<file path="src/rtl/acq_pkg.sv">
`timescale 1ns/1ps
package acq_pkg;
    typedef enum logic [2:0] {
        ST_IDLE  = 3'd0,
        ST_ARMED = 3'd1,
        ST_HOLD  = 3'd2,
        ST_CAPT  = 3'd3,
        ST_DONE  = 3'd4
    } acq_state_e;
endpackage

</file>
<file path="src/rtl/acq_trig.sv">
`timescale 1ns/1ps
// Rising-edge detection on both trigger sources, then source selection.
module acq_trig (
    input  logic clk,
    input  logic rst_n,
    input  logic trig_int,
    input  logic trig_ext,
    input  logic sel_ext,
    output logic hit
);
    localparam int NSRC = 2;

    logic [NSRC-1:0] lvl;
    logic [NSRC-1:0] prev_d, prev_q;
    logic [NSRC-1:0] edge_v;

    assign lvl = {trig_ext, trig_int};

    genvar gi;
    generate
        for (gi = 0; gi < NSRC; gi++) begin : g_src
            assign edge_v[gi] = lvl[gi] & ~prev_q[gi];
        end
    endgenerate

    always_comb begin
        prev_d = lvl;
    end

    always_ff @(posedge clk) begin
        if (!rst_n) prev_q <= '0;
        else        prev_q <= prev_d;
    end

    assign hit = sel_ext ? edge_v[1] : edge_v[0];
endmodule

</file>
<file path="src/rtl/acq_decim.sv">
`timescale 1ns/1ps
// Decimation phase counter: take is high on the sample to be stored.
module acq_decim #(
    parameter int DECW = 8
) (
    input  logic            clk,
    input  logic            rst_n,
    input  logic            hold,
    input  logic            vld,
    input  logic [DECW-1:0] ratio_m1,
    output logic            take
);
    logic [DECW-1:0] cnt_d, cnt_q;

    always_comb begin
        cnt_d = cnt_q;
        if (hold)
            cnt_d = '0;
        else if (vld)
            cnt_d = (cnt_q == ratio_m1) ? '0 : cnt_q + 1'b1;
    end

    always_ff @(posedge clk) begin
        if (!rst_n) cnt_q <= '0;
        else        cnt_q <= cnt_d;
    end

    assign take = vld && !hold && (cnt_q == '0);
endmodule

</file>
<file path="src/rtl/acq_capture_ctrl.sv">
`timescale 1ns/1ps
module acq_capture_ctrl
    import acq_pkg::*;
#(
    parameter int DW   = 16,
    parameter int AW   = 10,
    parameter int DECW = 8,
    parameter int HOW  = 32
) (
    input  logic            clk,
    input  logic            rst_n,
    input  logic            smp_vld,
    input  logic [DW-1:0]   smp_data,
    input  logic            arm_req,
    input  logic            trig_src_ext,
    input  logic            rearm_auto,
    input  logic            trig_int,
    input  logic            trig_ext,
    input  logic [DECW-1:0] dec_ratio,
    input  logic [AW:0]     rec_len,
    input  logic            grow_en,
    input  logic [AW-2:0]   grow_len,
    input  logic [HOW-1:0]  holdoff,
    input  logic            rd_ack,
    input  logic            done_clr,
    output logic            mem_we,
    output logic [AW-1:0]   mem_addr,
    output logic [DW-1:0]   mem_wdata,
    output logic            armed,
    output logic            done,
    output logic            bank_inv
);
    localparam int          DEPTH   = 1 << AW;
    localparam logic [AW:0] DEPTH_V = (AW+1)'(DEPTH);

    typedef struct packed {
        acq_state_e      st;
        logic [AW:0]     wcnt;
        logic [HOW-1:0]  hcnt;
        logic [AW:0]     len;
        logic [DECW-1:0] dec;
        logic            ge;
        logic [AW:0]     glim;
        logic [HOW-1:0]  ho;
        logic            we;
        logic [AW-1:0]   addr;
        logic [DW-1:0]   wdata;
        logic            inv;
    } regs_t;

    regs_t r_d, r_q;
    logic  trig_hit;
    logic  take;

    acq_trig u_trig (
        .clk      (clk),
        .rst_n    (rst_n),
        .trig_int (trig_int),
        .trig_ext (trig_ext),
        .sel_ext  (trig_src_ext),
        .hit      (trig_hit)
    );

    acq_decim #(.DECW(DECW)) u_decim (
        .clk      (clk),
        .rst_n    (rst_n),
        .hold     (r_q.st != ST_CAPT),
        .vld      (smp_vld),
        .ratio_m1 (r_q.dec),
        .take     (take)
    );

    always_comb begin
        r_d    = r_q;
        r_d.we = 1'b0;
        unique case (r_q.st)
            ST_IDLE: begin
                if (arm_req) r_d.st = ST_ARMED;
            end
            ST_ARMED: begin
                if (trig_hit) begin
                    r_d.len  = (rec_len > DEPTH_V) ? DEPTH_V : rec_len;
                    r_d.dec  = dec_ratio;
                    r_d.ge   = grow_en;
                    r_d.glim = {grow_len, 2'b00};
                    r_d.ho   = holdoff;
                    r_d.wcnt = '0;
                    r_d.hcnt = '0;
                    r_d.st   = (grow_en && holdoff != '0) ? ST_HOLD : ST_CAPT;
                end
            end
            ST_HOLD: begin
                if (smp_vld) begin
                    if (r_q.hcnt == r_q.ho - HOW'(1)) r_d.st = ST_CAPT;
                    else                               r_d.hcnt = r_q.hcnt + HOW'(1);
                end
            end
            ST_CAPT: begin
                if (r_q.wcnt >= r_q.len) begin
                    r_d.st = ST_DONE;
                end else if (take) begin
                    r_d.we    = 1'b1;
                    r_d.addr  = r_q.wcnt[AW-1:0];
                    r_d.wdata = smp_data;
                    r_d.wcnt  = r_q.wcnt + 1'b1;
                    if (r_q.wcnt + 1'b1 == r_q.len) r_d.st = ST_DONE;
                end
            end
            ST_DONE: begin
                if (arm_req || (rearm_auto && rd_ack)) r_d.st = ST_ARMED;
                else if (done_clr)                     r_d.st = ST_IDLE;
            end
            default: r_d.st = ST_IDLE;
        endcase
        r_d.inv = r_d.ge && ((r_d.st == ST_HOLD) ||
                             ((r_d.st == ST_CAPT) && (r_d.wcnt < r_d.glim)));
    end

    always_ff @(posedge clk) begin
        if (!rst_n) begin
            r_q    <= '0;
            r_q.st <= ST_IDLE;
        end else begin
            r_q <= r_d;
        end
    end

    assign mem_we    = r_q.we;
    assign mem_addr  = r_q.addr;
    assign mem_wdata = r_q.wdata;
    assign armed     = (r_q.st == ST_ARMED);
    assign done      = (r_q.st == ST_DONE);
    assign bank_inv  = r_q.inv;
endmodule

</file>
<file path="config.mk">
export PLATFORM = sky130hd
export DESIGN_NAME = acq_capture_ctrl
export DESIGN_NICKNAME = d
export VERILOG_FILES = /design/src/rtl/acq_pkg.sv /design/src/rtl/acq_trig.sv /design/src/rtl/acq_decim.sv /design/src/rtl/acq_capture_ctrl.sv
export SDC_FILE = /design/constraint.sdc
export NUM_CORES = 1
export LEC_CHECK = 0
export BUFFER_PORTS_ARGS = -buffer_cell sky130_fd_sc_hd__buf_2
export CAP_MARGIN = 10
export CORE_ASPECT_RATIO = 1.25
export CORE_MARGIN = 2
export CORE_UTILIZATION = 50
export CTS_CLUSTER_SIZE = 12
export DETAILED_ROUTE_END_ITERATION = 8
export GPL_TIMING_DRIVEN = 0
export HOLD_SLACK_MARGIN = 0.02
export MAX_ROUTING_LAYER = met4
export PLACE_DENSITY = 0.77
export SLEW_MARGIN = 20
export SYNTH_ARGS = -nofsm -noshare
export SYNTH_HDL_FRONTEND = slang
export SYNTH_SLANG_ARGS = --single-unit
</file>
<file path="constraint.sdc">
create_clock -name clk -period 4.1 [get_ports clk]
set_input_delay 0.41 -clock clk [delete_from_list [all_inputs] [get_ports clk]]
set_output_delay 0.41 -clock clk [all_outputs]
set_load 0.03 [all_outputs]
</file>
### Word-level counts from Yosys, hierarchy flattened

Index checks and enable logic that the tools add are counted.

| cells by class | value |
|---|---|
| bitwise operators | 7 |
| magnitude comparators | 3 |
| div/mod/pow operators | 0 |
| reductions and logical operators | 18 |
| eq/ne operators | 13 |
| multipliers | 0 |
| add/subtract/negate cells | 4 |
| shift-type cells | 0 |
| multiplexer cells | 21 |

Operators by type and width:

| operator | count |
|---|---|
| 2-to-1 mux 109 bit | 1 |
| 2-to-1 mux 32 bit | 2 |
| case mux 32 bit (2 select lines) | 1 |
| 2-to-1 mux 44 bit | 1 |
| adder 32 x 1 -> 32 bit (second input constant) | 1 |
| == test 32 bit | 1 |
| nonzero test 32 bit | 1 |
| subtractor 32 x 1 -> 32 bit (second input constant) | 1 |
| 2-to-1 mux 27 bit | 1 |
| 2-to-1 mux 11 bit | 2 |
| case mux 11 bit (2 select lines) | 1 |
| 2-to-1 mux 3 bit | 7 |
| case mux 3 bit (5 select lines) | 1 |
| 2-to-1 mux 14 bit | 1 |
| == test 3 x 2 -> 1 bit (second input constant) | 4 |
| adder 11 x 1 -> 11 bit (second input constant) | 1 |
| == test 11 bit | 1 |
| >= comparator 11 bit | 1 |
| > comparator 11 bit (second input constant) | 1 |
| less-than comparator 11 bit | 1 |
| adder 8 x 1 -> 8 bit (second input constant) | 1 |
| == test 8 bit | 1 |
| zero test 8 bit | 1 |
| 2-to-1 mux 8 bit | 1 |
| 18 further kinds | 31 |

| word-level totals | value |
|---|---|
| flip-flop bits (word level) | 147 |
| latch bits | 0 |
| bits in writable memories | 0 |
| bits in read-only memories | 0 |
| memories kept | 0 |
| logic and storage cells | 80 |

### Logic depth before layout (Yosys ltp)

Gate-level depths: netlist (run 1).

| logic depth | value |
|---|---|
| depth after elaboration | 11 |
| mapped depth | 20 |
| mapped depth without buffers | 18 |

### Modules after synthesis

Synthesis (run 1) repeated with hierarchy kept, for this count alone.

| second synthesis, totals | value |
|---|---|
| cells, all modules | 1,070 |
| area, all modules | 8,580.7 um2 |

Modules (own cells, without submodules):

| module | sequential area each (um2) | area an instance (um2) | instances | cells an instance |
|---|---|---|---|---|
| acq_capture_ctrl | 2,742.6 | 7,980.2 | 1 | 1,008 |
| acq_decim | 160.2 | 523.0 | 1 | 55 |
| acq_trig | 40.0 | 77.6 | 1 | 7 |

### Least setup slack after synthesis (run 1)

Ideal clock, no wire load.

| timing path | value |
|---|---|
| path type | register -> register |
| start | reg r_q[123] in the netlist's numbering |
| end | reg r_q, in the netlist bank_inv |
| setup slack | 352 ps |
| required time | 3,983 ps |
| cell stages (with the launch flop) | 20 |
| arrival time | 3,631 ps |
| setup time | 117 ps |
| path through | dfxtp_1 -> inv_1 -> ha_1 -> nand2b_1 -> a21o_1 -> a21oi_1 -> o21a_1 -> o211a_1 -> clkbuf_1 -> mux2i_1 -> o21ai_0 -> ha_1 -> nand4_1 -> o31a_1 -> nand4_1 -> a21oi_1 -> o211ai_1 -> o211a_1 -> o21ai_0 -> and4b_1 |

RTL lines:

| what | line | RTL |
|---|---|---|
| from (decl) | acq_capture_ctrl.sv:51 | `regs_t r_d, r_q;` |
| from (signal assigned) | acq_capture_ctrl.sv:124 | `r_q <= r_d;` |

### Worst setup path after layout (run 1)

| timing path | value |
|---|---|
| start | reg r_q[28] in the netlist's numbering |
| end | reg r_q[94] in the netlist's numbering |

| on the way | value |
|---|---|
| word-level cells in the longest chain between the ends | 4 |

RTL lines:

| what | line | RTL |
|---|---|---|
| subtractor 32 x 1 -> 32 bit | acq_capture_ctrl.sv:94 | `if (r_q.hcnt == r_q.ho - HOW'(1)) r_d.st = ST_CAPT;` |
| == test 32 bit | acq_capture_ctrl.sv:94 |  |
| inequality test 2 bit (no line) | -- |  |
| AND reduction 4 bit (no line) | -- |  |

Every way passes these cells.
A chain may end at the register's enable or synchronous reset.

==> out/metrics.json, run 1 <==
{
  "reg2reg_to": {"value": "r_q[94]"},
  "synth_top_area_frac": {"value": 0.341},
  "routed_wl": {"value": 25.7, "unit": "mm"},
  "mappedNetlistNets": {"value": 1205},
  "clkTransAtPathRegs": {"value": 60, "unit": "ps"},
  "grt_max_degree": {"value": 17},
  "path_delay_family": {"value": "simple AND/OR/NAND/NOR gates"},
  "layout.nets": {"value": 1345},
  "cts_root_buffer": {"value": "sky130_fd_sc_hd__clkbuf_16"},
  "timing.clock.skew": {"value": 8.70, "unit": "ps"},
  "std_cell_rows": {"value": 53},
  "design.core.area": {"value": 16800, "unit": "sq um"},
  "critical_path.reg2reg.startpoint": {"value": "r_q[28]"},
  "timing_worst_slew_pin_value": {"value": 992, "unit": "ps"},
  "setup.worst_path.end_class": {"value": "register"},
  "synth_flop_cell": {"value": "sky130_fd_sc_hd__dfxtp_1"},
  "cts.hold.buffers_added": {"value": 0},
  "critical_path.max_fanout": {"value": 10},
  "synth_simple_gate_area_frac": {"value": 0.289},
  "area.sequential": {"value": 2950, "unit": "sq um"},
  "synthXorXnorAreaFrac": {"value": 0.0680},
  "unrepaired_setup_endpoints_after_global_routing": {"value": "yes"},
  "post_synth_main_area_contributors": {"value": "sky130_fd_sc_hd__dfxtp_1, sky130_fd_sc_hd__nand2_1, sky130_fd_sc_hd__a21oi_1"},
  "placed_cell_count": {"value": 1428},
  "critPathSlowestCell": {"value": "sky130_fd_sc_hd__nor4_1"},
  "finalMaxSlewViolations": {"value": 0},
  "synth_compound_gate_area_share": {"value": 0.163},
  "first_iter_violations": {"value": 520},
  "portBuffers": {"value": 116},
  "yosys_register_bits": {"value": 147},
  "groute.usage.overall": {"value": 0.286},
  "result_of_the_run": {"value": "finished clean"},
  "syn_area_per_cell": {"value": 7.90, "unit": "sq um"},
  "vdd.ir_drop.worst": {"value": 0.000230, "unit": "V"},
  "setup_viol": {"value": 0},
  "multiInputGateArea": {"value": 5160, "unit": "sq um"},
  "drc": {"value": 0},
  "drt-vias-per-instance": {"value": 5.85},
  "die_width": {"value": 122, "unit": "microns"},
  "holdPathEnd": {"value": "u_trig.prev_q[0]"},
  "power.total": {"value": 0.00365, "unit": "W"},
  "whs": {"value": 211, "unit": "ps"},
  "timing_hold_violations_final": {"value": 0},
  "routed_wire_length_per_instance": {"value": 17.5, "unit": "microns"},
  "routabilityCongestion": {"value": 0.963},
  "combinational_family_with_the_most_area_after_synthesis": {"value": "simple AND/OR/NAND/NOR gates"},
  "synth_edf_count": {"value": 0},
  "final_instance_count_without_filler_cells": {"value": 1465},
  "post-synth-top-area-cell": {"value": "sky130_fd_sc_hd__dfxtp_1"},
  "clock_latency": {"value": 430, "unit": "ps"},
  "min_path_cells": {"value": 2},
  "drive_above_1_share": {"value": 0.194},
  "critPathArrivalTime": {"value": 4210, "unit": "ps"},
  "h-tree-depth": {"value": 4},
  "maxCapViolations": {"value": 0},
  "crit_path_frequent_cell": {"value": "sky130_fd_sc_hd__or3_1"},
  "fmax": {"value": 0.255, "unit": "GHz"},
  "slew_headroom": {"value": 0.322},
  "fin_crit": {"value": 3930, "unit": "ps"},
  "min-delay-start": {"value": "trig_int"},
  "number_of_cts_inserted_buffers": {"value": 17},
  "total_global_routing_overflow": {"value": 0},
  "mappedNetlistArea": {"value": 8630, "unit": "sq um"},
  "cts.path.max_buffers": {"value": 2},
  "flow.area_growth_from_synthesis": {"value": 18.8, "unit": "%"},
  "synthMostInstantiatedCell": {"value": "sky130_fd_sc_hd__nand2_1"},
  "ff_to_ff_path_depth": {"value": 9},
  "drt_pre_antenna_iters": {"value": 7},
  "reg2reg_setup_slack": {"value": 170, "unit": "ps"},
  "ys_async_sr_fraction": {"value": 0},
  "synth_cells": {"value": 1092},
  "worst_path_largest_cell_delay": {"value": 610, "unit": "ps"},
  "ys_types": {"value": 67},
  "io_pins": {"value": 117},
  "detailed_place_hpwl": {"value": 19.4, "unit": "mm"},
  "yosys-mux-area-fraction": {"value": 0.0296},
  "clock-sinks": {"value": 147},
  "timing.critical_path.cells": {"value": "nor4_1 > nand4_1 > or3_1 > o31ai_1 > o2111ai_1 > nor4_4 > clkbuf_1 > or3_1 > a21oi_2"},
  "synth.top_cells.by_count": {"value": "sky130_fd_sc_hd__nand2_1, sky130_fd_sc_hd__dfxtp_1, sky130_fd_sc_hd__a21oi_1, sky130_fd_sc_hd__clkbuf_1, sky130_fd_sc_hd__nor2_1"},
  "critical_path.n_buffers_inverters": {"value": 1},
  "yosys.area_share.adder": {"value": 0.0377},
  "die_h": {"value": 151, "unit": "microns"},
  "power-per-cell-area": {"value": 356, "unit": "nW/um^2"},
  "insertedDiodeCount": {"value": 0},
  "grt_first_pass_wirelength": {"value": 40.0, "unit": "mm"},
  "share_of_the_clock_period_used_by_the_worst_path_after_layout": {"value": 0.958},
  "holdCritPathClass": {"value": "in -> reg"},
  "yosysWarnings": {"value": 0},
  "grt_pass1_vias": {"value": 8077},
  "via_count": {"value": 8577},
  "worst_ep_required_time": {"value": 4380, "unit": "ps"},
  "grt_antenna_before_repair": {"value": 0},
  "criticalPathCategory": {"value": "reg -> reg"},
  "fillCellCount": {"value": 1563},
  "power_leakage": {"value": 4.05, "unit": "nW"},
  "area_enclosed_by_the_die_boundary": {"value": 18300, "unit": "sq um"},
  "cts_tree": {"value": "done"},
  "post_synthesis_sequential_area_ratio": {"value": 0.341},
  "final_antenna_net_count": {"value": 0},
  "floorplan.initialDensity": {"value": 0.512},
  "critical_path.startpoint_type": {"value": "register"}
}
power breakdown:
group / total [W] / switching, W / internal, W
clock: 0.00163 / 0.000640 / 0.000994
sequential: 0.00148 / 0.0000277 / 0.00145
combinational: 0.000535 / 0.000327 / 0.000207
total: 0.00365 / 0.000994 / 0.00265
metal layers:
metal  routed length, microns  part of all wire  GRT usage  up-vias
met5                        0                 0          -        -
met3                     1440             0.056     0.0433       73
met2                    13200              0.52      0.501      345
met4                     1270             0.050      0.167        0
met1                     9730              0.38      0.308     3987
li1                         -                 -          -     4172
worst max path at each step:
stage,endpoint,cells after the start,from
3_5_place_dp,bank_inv,16,trig_src_ext
5_1_grt,bank_inv,19,r_q[86]
6_report,r_q[94],9,r_q[28]
2_1_floorplan,bank_inv,19,r_q[123]
3_3_place_gp,bank_inv,16,trig_src_ext
4_1_cts,bank_inv,18,r_q[86]
cell type report:
class | instances | area share
Sequential cell | 147 | 0.288
Timing Repair Buffer | 121 | 0.0603
Clock inverter | 11 | 0.0149
Tap cell | 220 | 0.0268
Buffer | 95 | 0.0520
Inverter | 27 | 0.00988
Clock buffer | 21 | 0.0449
Multi-Input combinational cell | 823 | 0.503
sequential cells by signal (all words and copies together), names as in the netlist:
| name | cells |
|---|---|
| mem_we | 1 |
| r_q | 109 |
| u_trig.prev_q | 2 |
| u_decim.cnt_q | 8 |
| mem_addr | 10 |
| bank_inv | 1 |
| mem_wdata | 16 |
placed cells by master (no fill, tap or decap), types with 7 or more instances in the layout:
cell type                   instances
sky130_fd_sc_hd__a21o_1             7
sky130_fd_sc_hd__a21oi_1           98
sky130_fd_sc_hd__a21oi_2           11
sky130_fd_sc_hd__a31oi_1            8
sky130_fd_sc_hd__and2_1            20
sky130_fd_sc_hd__and3_1            17
sky130_fd_sc_hd__and4_1             7
sky130_fd_sc_hd__buf_2            118
sky130_fd_sc_hd__buf_4             33
sky130_fd_sc_hd__clkbuf_1          54
sky130_fd_sc_hd__clkbuf_16         17
sky130_fd_sc_hd__dfxtp_1          142
sky130_fd_sc_hd__ha_1              25
sky130_fd_sc_hd__inv_1             27
sky130_fd_sc_hd__mux2i_1           19
sky130_fd_sc_hd__nand2_1          202
sky130_fd_sc_hd__nand3_1           29
sky130_fd_sc_hd__nand3b_1          11
sky130_fd_sc_hd__nand4_1           34
sky130_fd_sc_hd__nor2_1            46
sky130_fd_sc_hd__nor3_1            18
sky130_fd_sc_hd__nor4_1            27
sky130_fd_sc_hd__o211ai_1          18
sky130_fd_sc_hd__o21ai_0           11
sky130_fd_sc_hd__o21ai_2            8
sky130_fd_sc_hd__o31ai_1           10
sky130_fd_sc_hd__or3_1             21
sky130_fd_sc_hd__or4_1             27
sky130_fd_sc_hd__xnor2_1           35
sky130_fd_sc_hd__xor2_1            32
worst register-to-register path, delay by kind of cell (launching register included):
kind | cells | cell delay (ps)
AND/OR/NAND/NOR | 5 | 2220
AO/OA/AOI/OAI | 3 | 780
flip-flops | 1 | 370
buffers and inverters | 1 | 410
stage by stage:
step | setup WS, ps | util | cell area [sq um] | TNS, ps
final | 174 | 0.609 | 10300 | 0
after global routing | -23.2 | 0.609 | 10300 | -23.2
after CTS | 29.8 | 0.602 | 10100 | 0
after detailed placement | -823 | 0.563 | 9490 | -823
after global placement | -794 | 0.563 | 9490 | -794
after floorplan | 352 | - | 8630 | 0
kinds of logic after synthesis:
kind of cell / after synthesis
compound gates: 218
mux: 25
flops: 147
buf+inv: 122
simple gates: 487
fa+ha+maj: 26
xor+xnor: 67
timing repair:
action / 4_1_cts / 5_1_grt
buffers inserted: 3 / 2
pin swaps: 1 / 8
gates resized for setup: 9 / 34
setup endpoints to repair: 1 / 3
Power figures use the tool's default switching activity.
==> run 2: changes to the inputs <==
--- a/config.mk
+++ b/config.mk
@@ -19,4 +19,5 @@
 export SLEW_MARGIN = 20
 export SYNTH_ARGS = -nofsm -noshare
 export SYNTH_HDL_FRONTEND = slang
+export SYNTH_HIERARCHICAL = 1
 export SYNTH_SLANG_ARGS = --single-unit
==> run 2 against run 1 <==
Final area fell by 1.8%. Critical path depth rose by 7. Count of clock-buffer cells in the layout fell by 3. Largest cell class unchanged. Largest power group unchanged.
==> out/metrics.json, run 2 <==
{
  "power_leakage": {"value": 3.87, "unit": "nW", "change": "-4.4%"},
  "regMostFlops": {"value": "r_q"},
  "critPathSlowestCell": {"value": "sky130_fd_sc_hd__dfxtp_2"},
  "share_of_the_clock_period_used_by_the_worst_path_after_layout": {"value": 0.933, "change": "-0.0249"},
  "cts.hold.buffers_added": {"value": 0, "change": "unchanged"},
  "clock-sinks": {"value": 147, "change": "unchanged"},
  "layout.nets": {"value": 1317, "change": "-2.1%"},
  "die_width": {"value": 121, "unit": "microns", "change": "-0.28%"},
  "synth_flop_cell": {"value": "sky130_fd_sc_hd__dfxtp_1"},
  "worst_ep_required_time": {"value": 4480, "unit": "ps", "change": "+100 ps"},
  "fin_crit": {"value": 3820, "unit": "ps", "change": "-102 ps"},
  "multiInputGateArea": {"value": 5130, "unit": "sq um", "change": "-0.58%"},
  "drt_pre_antenna_iters": {"value": 5, "change": "-2"},
  "synth_top_area_frac": {"value": 0.343, "change": "+0.00194"},
  "ys_types": {"value": 75, "change": "+12%"},
  "path_delay_family": {"value": "compound AO/OA/AOI/OAI gates"},
  "h-tree-depth": {"value": 4, "change": "unchanged"},
  "drt-vias-per-instance": {"value": 5.71, "change": "-2.5%"},
  "timing_worst_slew_pin_value": {"value": 925, "unit": "ps", "change": "-66.5 ps"},
  "mappedNetlistNets": {"value": 1183, "change": "-1.8%"},
  "floorplan.initialDensity": {"value": 0.509, "change": "-0.00290"},
  "synth_edf_count": {"value": 0, "change": "unchanged"},
  "cts_tree": {"value": "done"},
  "fmax": {"value": 0.262, "unit": "GHz", "change": "+2.7%"},
  "leading_cell_type_in_the_layout_fill_and_taps_excluded": {"value": "sky130_fd_sc_hd__nand2_1"},
  "number_of_cts_inserted_buffers": {"value": 17, "change": "unchanged"},
  "post-synth-top-area-cell": {"value": "sky130_fd_sc_hd__dfxtp_1"},
  "io_pins": {"value": 117, "change": "unchanged"},
  "routed_wire_length_per_instance": {"value": 16.6, "unit": "microns", "change": "-5.4%"},
  "timing.critical_path.cells": {"value": "inv_1 > ha_1 > nand2b_1 > a211oi_1 > o221ai_1 > a21oi_1 > nand3_1 > clkbuf_2 > o41ai_4 > ha_1 > a21o_1 > a21o_1 > a21oi_1 > o211ai_1 > a41oi_1 > o211a_1"},
  "die_h": {"value": 150, "unit": "microns", "change": "-0.28%"},
  "mostFrequentLayoutCells": {"value": "sky130_fd_sc_hd__nand2_1, sky130_fd_sc_hd__dfxtp_1, sky130_fd_sc_hd__buf_2"},
  "insertedDiodeCount": {"value": 0, "change": "unchanged"},
  "routed_wl": {"value": 23.8, "unit": "mm", "change": "-7.3%"},
  "critPathArrivalTime": {"value": 4200, "unit": "ps", "change": "about the same"},
  "largest_register_ffs": {"value": 109, "change": "unchanged"},
  "std_cell_rows": {"value": 53, "change": "unchanged"},
  "yosysWarnings": {"value": 6, "change": "+6"},
  "post_synthesis_sequential_area_ratio": {"value": 0.343, "change": "+0.00194"},
  "maxCapViolations": {"value": 0, "change": "unchanged"},
  "drive_above_1_share": {"value": 0.170, "change": "-0.0241"},
  "whs": {"value": 206, "unit": "ps", "change": "-4.43 ps"},
  "area.sequential": {"value": 2940, "unit": "sq um", "change": "-0.34%"},
  "first_iter_violations": {"value": 568, "change": "+9.2%"},
  "via_count": {"value": 8200, "change": "-4.4%"},
  "cts_root_buffer": {"value": "sky130_fd_sc_hd__clkbuf_16"},
  "holdCritPathClass": {"value": "in -> reg"},
  "criticalPathCategory": {"value": "reg -> reg"},
  "ys_async_sr_fraction": {"value": 0, "change": "unchanged"},
  "synthMostInstantiatedCell": {"value": "sky130_fd_sc_hd__nand2_1"},
  "cts.path.max_buffers": {"value": 2, "change": "unchanged"},
  "vdd.ir_drop.worst": {"value": 0.000287, "unit": "V", "change": "+25%"},
  "result_of_the_run": {"value": "finished clean"},
  "post_synth_main_area_contributors": {"value": "sky130_fd_sc_hd__dfxtp_1, sky130_fd_sc_hd__nand2_1, sky130_fd_sc_hd__a21boi_0"},
  "unrepaired_setup_endpoints_after_global_routing": {"value": "no"},
  "timing_hold_violations_final": {"value": 0, "change": "unchanged"},
  "synth_cells": {"value": 1070, "change": "-2.0%"},
  "design.core.area": {"value": 16800, "unit": "sq um", "change": "unchanged"},
  "final_cell_area": {"value": 10100, "unit": "sq um", "change": "-1.8%"},
  "detailed_place_hpwl": {"value": 18.1, "unit": "mm", "change": "-6.7%"},
  "critical_path.n_buffers_inverters": {"value": 2, "change": "+1"},
  "power-per-cell-area": {"value": 364, "unit": "nW/um^2", "change": "+2.2%"},
  "yosys_register_bits": {"value": 147, "change": "unchanged"},
  "setup_viol": {"value": 0, "change": "unchanged"},
  "placedInstanceArea": {"value": 9440, "unit": "sq um", "change": "-0.51%"},
  "grt_antenna_before_repair": {"value": 0, "change": "unchanged"},
  "final_antenna_net_count": {"value": 0, "change": "unchanged"},
  "grt_max_degree": {"value": 17, "change": "unchanged"},
  "mappedNetlistArea": {"value": 8580, "unit": "sq um", "change": "-0.57%"},
  "total_global_routing_overflow": {"value": 0, "change": "unchanged"},
  "routabilityCongestion": {"value": 0.934, "change": "-3.0%"},
  "groute.usage.overall": {"value": 0.276, "change": "-0.0109"},
  "critical_path.startpoint_type": {"value": "register"},
  "drc": {"value": 0, "change": "unchanged"},
  "slew_headroom": {"value": 0.383, "change": "+0.0614"},
  "critical_path.max_fanout": {"value": 10, "change": "unchanged"},
  "flow.area_growth_from_synthesis": {"value": 17.4, "unit": "%"},
  "timing.clock.skew": {"value": 11.2, "unit": "ps", "change": "+2.53 ps"},
  "fillCellCount": {"value": 1561, "change": "-0.13%"},
  "area_enclosed_by_the_die_boundary": {"value": 18200, "unit": "sq um", "change": "-0.55%"},
  "worst_path_largest_cell_delay": {"value": 430, "unit": "ps", "change": "-180 ps"},
  "setup.worst_path.end_class": {"value": "register"},
  "syn_area_per_cell": {"value": 8.02, "unit": "sq um", "change": "+1.5%"},
  "grt_pass1_vias": {"value": 7877, "change": "-2.5%"},
  "clock_latency": {"value": 430, "unit": "ps", "change": "about the same"},
  "synth.top_cells.by_count": {"value": "sky130_fd_sc_hd__nand2_1, sky130_fd_sc_hd__dfxtp_1, sky130_fd_sc_hd__a21boi_0, sky130_fd_sc_hd__nor2_1, sky130_fd_sc_hd__a21oi_1"},
  "portBuffers": {"value": 116, "change": "unchanged"},
  "grt_first_pass_wirelength": {"value": 38.5, "unit": "mm", "change": "-3.7%"},
  "clkTransAtPathRegs": {"value": 60, "unit": "ps", "change": "about the same"},
  "finalMaxSlewViolations": {"value": 0, "change": "unchanged"}
}
## run 2: cell types whose count changed after synthesis, moves of 10 or more
| cell | delta |
|---|---|
| sky130_fd_sc_hd__a21boi_0 | +69 |
| sky130_fd_sc_hd__a21oi_1 | -52 |
| sky130_fd_sc_hd__o21ai_0 | +27 |
| sky130_fd_sc_hd__o21ai_1 | +15 |
| sky130_fd_sc_hd__o211ai_1 | -14 |
| sky130_fd_sc_hd__clkbuf_1 | -13 |
| sky130_fd_sc_hd__nand4_1 | -13 |
| sky130_fd_sc_hd__or4_1 | -12 |
| sky130_fd_sc_hd__nor2b_1 | +11 |
| sky130_fd_sc_hd__mux2i_1 | -10 |
| sky130_fd_sc_hd__nor4_1 | -10 |
## run 2: routing by layer
metal | track usage | up-vias | routed length [microns]
li1 | - | 4038 | -
met1 | 0.304 | 3860 | 9710
met2 | 0.487 | 242 | 12200
met3 | 0.0443 | 60 | 993
met4 | 0.126 | 0 | 922
met5 | - | - | 0
## run 2: worst paths after layout
kind	start	to	slack (ps)	cells past startpoint
worst min-delay path	trig_ext	u_trig/prev_q[1]	210	2
worst max-delay path	r_q[123]	bank_inv	280	16
worst min register to register	mem_wdata[11]	mem_wdata[11]	460	2
worst max register to register	r_q[123]	bank_inv	280	16
## run 2: kinds of logic after synthesis
group / after synthesis / synth area share
simple gates: 469 / 0.283
compound gates: 242 / 0.190
flops: 147 / 0.343
buf+inv: 107 / 0.0620
xor+xnor: 68 / 0.0716
fa+ha+maj: 26 / 0.0379
mux: 11 / 0.0128
## run 2: repair_timing
item / CTS / global route
buffers inserted: 0 / 0
resized for setup: 1 / 7
setup endpoints to repair: 1 / 1
## run 2: per-stage QoR
step	setup TNS [ps]	std cells	setup WS [ps]	total power, W	utilization
3_5_place_dp	0	1406	11.1	0.00204	0.560
6_report	0	1436	276	0.00366	0.598
4_1_cts	0	1436	48.7	0.00367	0.597
2_1_floorplan	0	1070	727	0.00187	-
5_1_grt	0	1436	61.1	0.00379	0.598
3_3_place_gp	-2.65	1406	-2.65	0.00203	0.560
## run 2: worst reg2reg max path: cells and delay by family (launching register included)
family / cells / cell delay (ps)
AOI/OAI and AO/OA: 10 / 2050
adders and majority gates: 2 / 590
DFF: 1 / 430
buffers and inverters: 2 / 340
and+or+nand+nor: 2 / 370
## run 2: layout make-up
cell class,instances,area share
Buffer,79,0.0425
Clock inverter,13,0.0173
Multi-Input combinational cell,816,0.509
Tap cell,220,0.0273
Inverter,27,0.0101
Sequential cell,147,0.292
Timing Repair Buffer,116,0.0576
Clock buffer,18,0.0436
## run 2: report_power, final
group	switching [W]	internal, W	total, W
Combinational	0.000324	0.000215	0.000539
Sequential	0.0000270	0.00145	0.00148
Clock	0.000663	0.000982	0.00164
Total	0.00101	0.00265	0.00366
==> run 3: changes to the inputs <==
--- a/config.mk
+++ b/config.mk
@@ -5,6 +5,7 @@
 export SDC_FILE = /design/constraint.sdc
 export NUM_CORES = 1
 export LEC_CHECK = 0
+export ABC_AREA = 1
 export BUFFER_PORTS_ARGS = -buffer_cell sky130_fd_sc_hd__buf_2
 export CAP_MARGIN = 10
 export CORE_ASPECT_RATIO = 1.25
@@ -15,7 +16,7 @@
 export GPL_TIMING_DRIVEN = 0
 export HOLD_SLACK_MARGIN = 0.02
 export MAX_ROUTING_LAYER = met4
-export PLACE_DENSITY = 0.77
+export PLACE_DENSITY = 0.76
 export SLEW_MARGIN = 20
 export SYNTH_ARGS = -nofsm -noshare
 export SYNTH_HDL_FRONTEND = slang
==> run 3 against run 2 <==
Synthesized cell count rose by 41%. Power up 7.7%. First-iteration DRC count increased by 14%.
==> out/metrics.json, run 3 <==
{
  "holdPathEnd": {"value": "u_trig/prev_q[0]"},
  "met3WireLength": {"value": 1.38, "unit": "mm", "change": "+39%"},
  "routed_wl": {"value": 30.7, "unit": "mm", "change": "+29%"},
  "ys_types": {"value": 42, "change": "-44%"},
  "ff_to_ff_path_depth": {"value": 18, "change": "+2"},
  "first_iter_violations": {"value": 650, "change": "+14%"},
  "routed_wire_length_per_instance": {"value": 16.2, "unit": "microns", "change": "-1.9%"},
  "setup_viol": {"value": 0, "change": "unchanged"},
  "groute.usage.overall": {"value": 0.312, "change": "+0.0364"},
  "area_enclosed_by_the_die_boundary": {"value": 20300, "unit": "sq um", "change": "+11%"},
  "finalWorstSetupSlack": {"value": 318, "unit": "ps", "change": "+42.0 ps"},
  "power_leakage": {"value": 4.95, "unit": "nW", "change": "+28%"},
  "flow.area_growth_from_synthesis": {"value": 15.5, "unit": "%"},
  "dp_worst_setup_slack": {"value": -674, "unit": "ps", "change": "-685 ps"},
  "io_pins": {"value": 117, "change": "unchanged"},
  "timing_hold_violations_final": {"value": 0, "change": "unchanged"},
  "reg2reg_to": {"value": "bank_inv"},
  "leading_cell_type_in_the_layout_fill_and_taps_excluded": {"value": "sky130_fd_sc_hd__nand2_1"},
  "slew_headroom": {"value": 0.495, "change": "+0.111"},
  "cts_root_buffer": {"value": "sky130_fd_sc_hd__clkbuf_16"},
  "grt_max_degree": {"value": 17, "change": "unchanged"},
  "floorplan.initialDensity": {"value": 0.510, "change": "+0.000694"},
  "die_h": {"value": 159, "unit": "microns", "change": "+5.5%"},
  "yosysWarnings": {"value": 6, "change": "unchanged"},
  "routabilityCongestion": {"value": 0.976, "change": "+4.5%"},
  "layout.nets": {"value": 1754, "change": "+33%"},
  "min-delay-start": {"value": "trig_int"},
  "final_antenna_net_count": {"value": 0, "change": "unchanged"},
  "wl_met1": {"value": 12.1, "unit": "mm", "change": "+24%"},
  "synth_flop_cell": {"value": "sky130_fd_sc_hd__dfxtp_1"},
  "grt_antenna_before_repair": {"value": 1, "change": "+1"},
  "synthMostInstantiatedCell": {"value": "sky130_fd_sc_hd__nand2_1"},
  "power_frac_seq": {"value": 0.382, "change": "-0.022"},
  "vdd.ir_drop.worst": {"value": 0.000280, "unit": "V", "change": "-2.6%"},
  "share_comb_of_total_power": {"value": 0.221, "change": "+0.074"},
  "timing_worst_slew_pin_value": {"value": 758, "unit": "ps", "change": "-167 ps"},
  "path_delay_family": {"value": "simple AND/OR/NAND/NOR gates"},
  "fmax": {"value": 0.264, "unit": "GHz", "change": "+1.1%"},
  "clkTransAtPathRegs": {"value": 60, "unit": "ps", "change": "about the same"},
  "largest_register_ffs": {"value": 109, "change": "unchanged"},
  "share_of_the_clock_period_used_by_the_worst_path_after_layout": {"value": 0.922, "change": "-0.0103"},
  "drive_above_1_share": {"value": 0.146, "change": "-0.0245"},
  "clock-sinks": {"value": 147, "change": "unchanged"},
  "synth_edf_count": {"value": 0, "change": "unchanged"},
  "cts.hold.buffers_added": {"value": 0, "change": "unchanged"},
  "criticalPathCategory": {"value": "reg -> reg"},
  "drc": {"value": 0, "change": "unchanged"},
  "ys_async_sr_fraction": {"value": 0, "change": "unchanged"},
  "detailed_place_hpwl": {"value": 24.1, "unit": "mm", "change": "+33%"},
  "regMostFlops": {"value": "r_q"},
  "design.core.area": {"value": 18800, "unit": "sq um", "change": "+11%"},
  "timing.clock.skew": {"value": 8.43, "unit": "ps", "change": "-2.79 ps"},
  "whs": {"value": 181, "unit": "ps", "change": "-25.1 ps"},
  "top_layer": {"value": "met4"},
  "mappedNetlistNets": {"value": 1619, "change": "+37%"},
  "total_global_routing_overflow": {"value": 0, "change": "unchanged"},
  "portBuffers": {"value": 116, "change": "unchanged"},
  "synth_top_area_frac": {"value": 0.307, "change": "-0.0357"},
  "synth.top_cells.by_count": {"value": "sky130_fd_sc_hd__nand2_1, sky130_fd_sc_hd__nor2_1, sky130_fd_sc_hd__dfxtp_1, sky130_fd_sc_hd__inv_1, sky130_fd_sc_hd__nand3_1"},
  "power.internal": {"value": 0.00262, "unit": "W", "change": "-0.98%"},
  "drt-vias-per-instance": {"value": 5.42, "change": "-5.0%"},
  "critical_path.n_buffers_inverters": {"value": 5, "change": "+3"},
  "timing.critical_path.cells": {"value": "nor2_2 > inv_1 > nor2_1 > inv_1 > inv_1 > nand3_1 > nor4_4 > nand4_1 > clkinv_1 > buf_2 > nand3_1 > nand2_1 > ha_1 > a21oi_1 > nor2_1 > a2111oi_2 > nand2_1 > a21oi_1"},
  "worst_path_largest_cell_delay": {"value": 470, "unit": "ps", "change": "+40 ps"},
  "synth_cells": {"value": 1506, "change": "+41%"},
  "post_synthesis_sequential_area_ratio": {"value": 0.307, "change": "-0.0357"},
  "result_of_the_run": {"value": "finished clean"},
  "number_of_cts_inserted_buffers": {"value": 17, "change": "unchanged"},
  "min_path_cells": {"value": 3, "change": "+1"},
  "portion_of_total_power_attributed_to_the_clock_network": {"value": 0.397, "change": "-0.052"},
  "die_width": {"value": 128, "unit": "microns", "change": "+5.5%"},
  "cts_tree": {"value": "done"},
  "holdCritPathClass": {"value": "in -> reg"},
  "reg2reg_setup_slack": {"value": 320, "unit": "ps", "change": "+40 ps"},
  "h-tree-depth": {"value": 4, "change": "unchanged"},
  "critPathArrivalTime": {"value": 4130, "unit": "ps", "change": "-70 ps"},
  "std_cell_rows": {"value": 56, "change": "+5.7%"},
  "power-per-cell-area": {"value": 356, "unit": "nW/um^2", "change": "-2.0%"},
  "yosys_register_bits": {"value": 147, "change": "unchanged"},
  "maxCapViolations": {"value": 0, "change": "unchanged"},
  "via_count": {"value": 10233, "change": "+25%"},
  "drt_pre_antenna_iters": {"value": 5, "change": "unchanged"},
  "utilization": {"value": 0.589, "change": "-0.00855"},
  "mostFrequentLayoutCells": {"value": "sky130_fd_sc_hd__nand2_1, sky130_fd_sc_hd__nor2_1, sky130_fd_sc_hd__dfxtp_1"},
  "worst_ep_required_time": {"value": 4450, "unit": "ps", "change": "-30 ps"},
  "grt_pass1_vias": {"value": 9810, "change": "+25%"},
  "met2_wirelength": {"value": 15.8, "unit": "mm", "change": "+30%"},
  "mappedNetlistArea": {"value": 9580, "unit": "sq um", "change": "+12%"},
  "crit_path_frequent_cell": {"value": "sky130_fd_sc_hd__inv_1"},
  "finalMaxSlewViolations": {"value": 0, "change": "unchanged"},
  "post-synth-top-area-cell": {"value": "sky130_fd_sc_hd__dfxtp_1"},
  "critPathSlowestCell": {"value": "sky130_fd_sc_hd__dfxtp_1"},
  "critical_path.max_fanout": {"value": 10, "change": "unchanged"},
  "critical_path.reg2reg.startpoint": {"value": "r_q[136]"},
  "fin_crit": {"value": 3780, "unit": "ps", "change": "-42.0 ps"},
  "total_switching_power": {"value": 0.00132, "unit": "W", "change": "+30%"},
  "post_synth_main_area_contributors": {"value": "sky130_fd_sc_hd__dfxtp_1, sky130_fd_sc_hd__nand2_1, sky130_fd_sc_hd__nor2_1"},
  "critical_path.startpoint_type": {"value": "register"},
  "grt_first_pass_wirelength": {"value": 48.8, "unit": "mm", "change": "+27%"},
  "syn_area_per_cell": {"value": 6.36, "unit": "sq um", "change": "-21%"},
  "clock_latency": {"value": 430, "unit": "ps", "change": "about the same"},
  "cts.path.max_buffers": {"value": 2, "change": "unchanged"},
  "setup.worst_path.end_class": {"value": "register"},
  "switching_share_of_power": {"value": 0.335, "change": "+0.0580"}
}
==> run 3: cell types whose count changed after synthesis, sizes merged, moves of 16 or more <==
| cell | before | now |
|---|---|---|
| xnor2 | 44 | 24 |
| and3 | 16 | 0 |
| inv | 27 | 148 |
| xor2 | 24 | 45 |
| nor2 | 51 | 227 |
| nand3 | 30 | 107 |
| or3 | 20 | 0 |
| nor3 | 20 | 51 |
| a21oi | 49 | 105 |
| or4 | 16 | 0 |
| nand2 | 199 | 399 |
| and2 | 21 | 0 |
| a21boi | 70 | 0 |
==> run 3: worst max path at each step <==
| stage | endpoint | slack, ps | start | depth (start not counted) |
|---|---|---|---|---|
| 3_3_place_gp | bank_inv | -690 | r_q[136] | 21 |
| 6_report | bank_inv | 320 | r_q[136] | 18 |
| 4_1_cts | bank_inv | 50 | r_q[136] | 21 |
| 2_1_floorplan | bank_inv | 880 | r_q[136] | 19 |
| 3_5_place_dp | bank_inv | -670 | r_q[136] | 21 |
| 5_1_grt | bank_inv | -90 | r_q[136] | 20 |
==> run 3: per-stage QoR <==
step	TNS, ps	std cells	instance area (sq um)	total power [W]
final	0	1887	11100	0.00394
after global routing	-88.8	1887	11100	0.00414
after CTS	0	1887	11100	0.00395
after detailed placement	-674	1854	10500	0.00240
after global placement	-695	1854	10500	0.00238
after floorplan	0	1506	9580	0.00215
==> run 3: routing by layer <==
metal  GRT usage  vias to the layer above
met3      0.0391                       84
met1       0.346                     4703
met2       0.548                      327
li1            -                     5119
met4       0.151                        0
met5           -                        -
==> run 3: what timing repair did <==
action,CTS,global route
pin swaps,1,1
resized for setup,3,4
endpoints found under the setup margin,1,1
gates cloned,0,0
setup buffers,1,0
==> run 3: worst min-delay path, stage by stage <==
cell and delay (ps):
sky130_fd_sc_hd__buf_2 90, sky130_fd_sc_hd__nand2_1 40, sky130_fd_sc_hd__inv_1 40
==> run 3: layout make-up <==
type                    instances  area (sq um)
fillers                      1885          7710
multi-input cells            1125          5660
flip-flops and latches        147          2940
repair buffers                117           588
inverters                     151           567
clock buffers                  18           439
plain buffers                  82           430
well taps                     232           290
clock inverters                14           146
diodes                          1          2.50
==> run 3: cells by family after synthesis <==
family,after synthesis,share of synthesized area
adder cells (fa/ha/maj),26,0.0340
buffers and inverters,234,0.104
AND/OR/NAND/NOR,844,0.386
flip-flops,147,0.307
XOR/XNOR,69,0.0631
AO/OA/AOI/OAI,186,0.106
==> run 3: power by group through the flow <==
stage / Combinational (W) / Clock [W] / Sequential, W
2_1_floorplan: 0.000630 / 0 / 0.00152
3_3_place_gp: 0.000849 / 0 / 0.00154
3_5_place_dp: 0.000860 / 0 / 0.00154
4_1_cts: 0.000866 / 0.00158 / 0.00150
5_1_grt: 0.000997 / 0.00163 / 0.00151
6_report: 0.000872 / 0.00157 / 0.00151
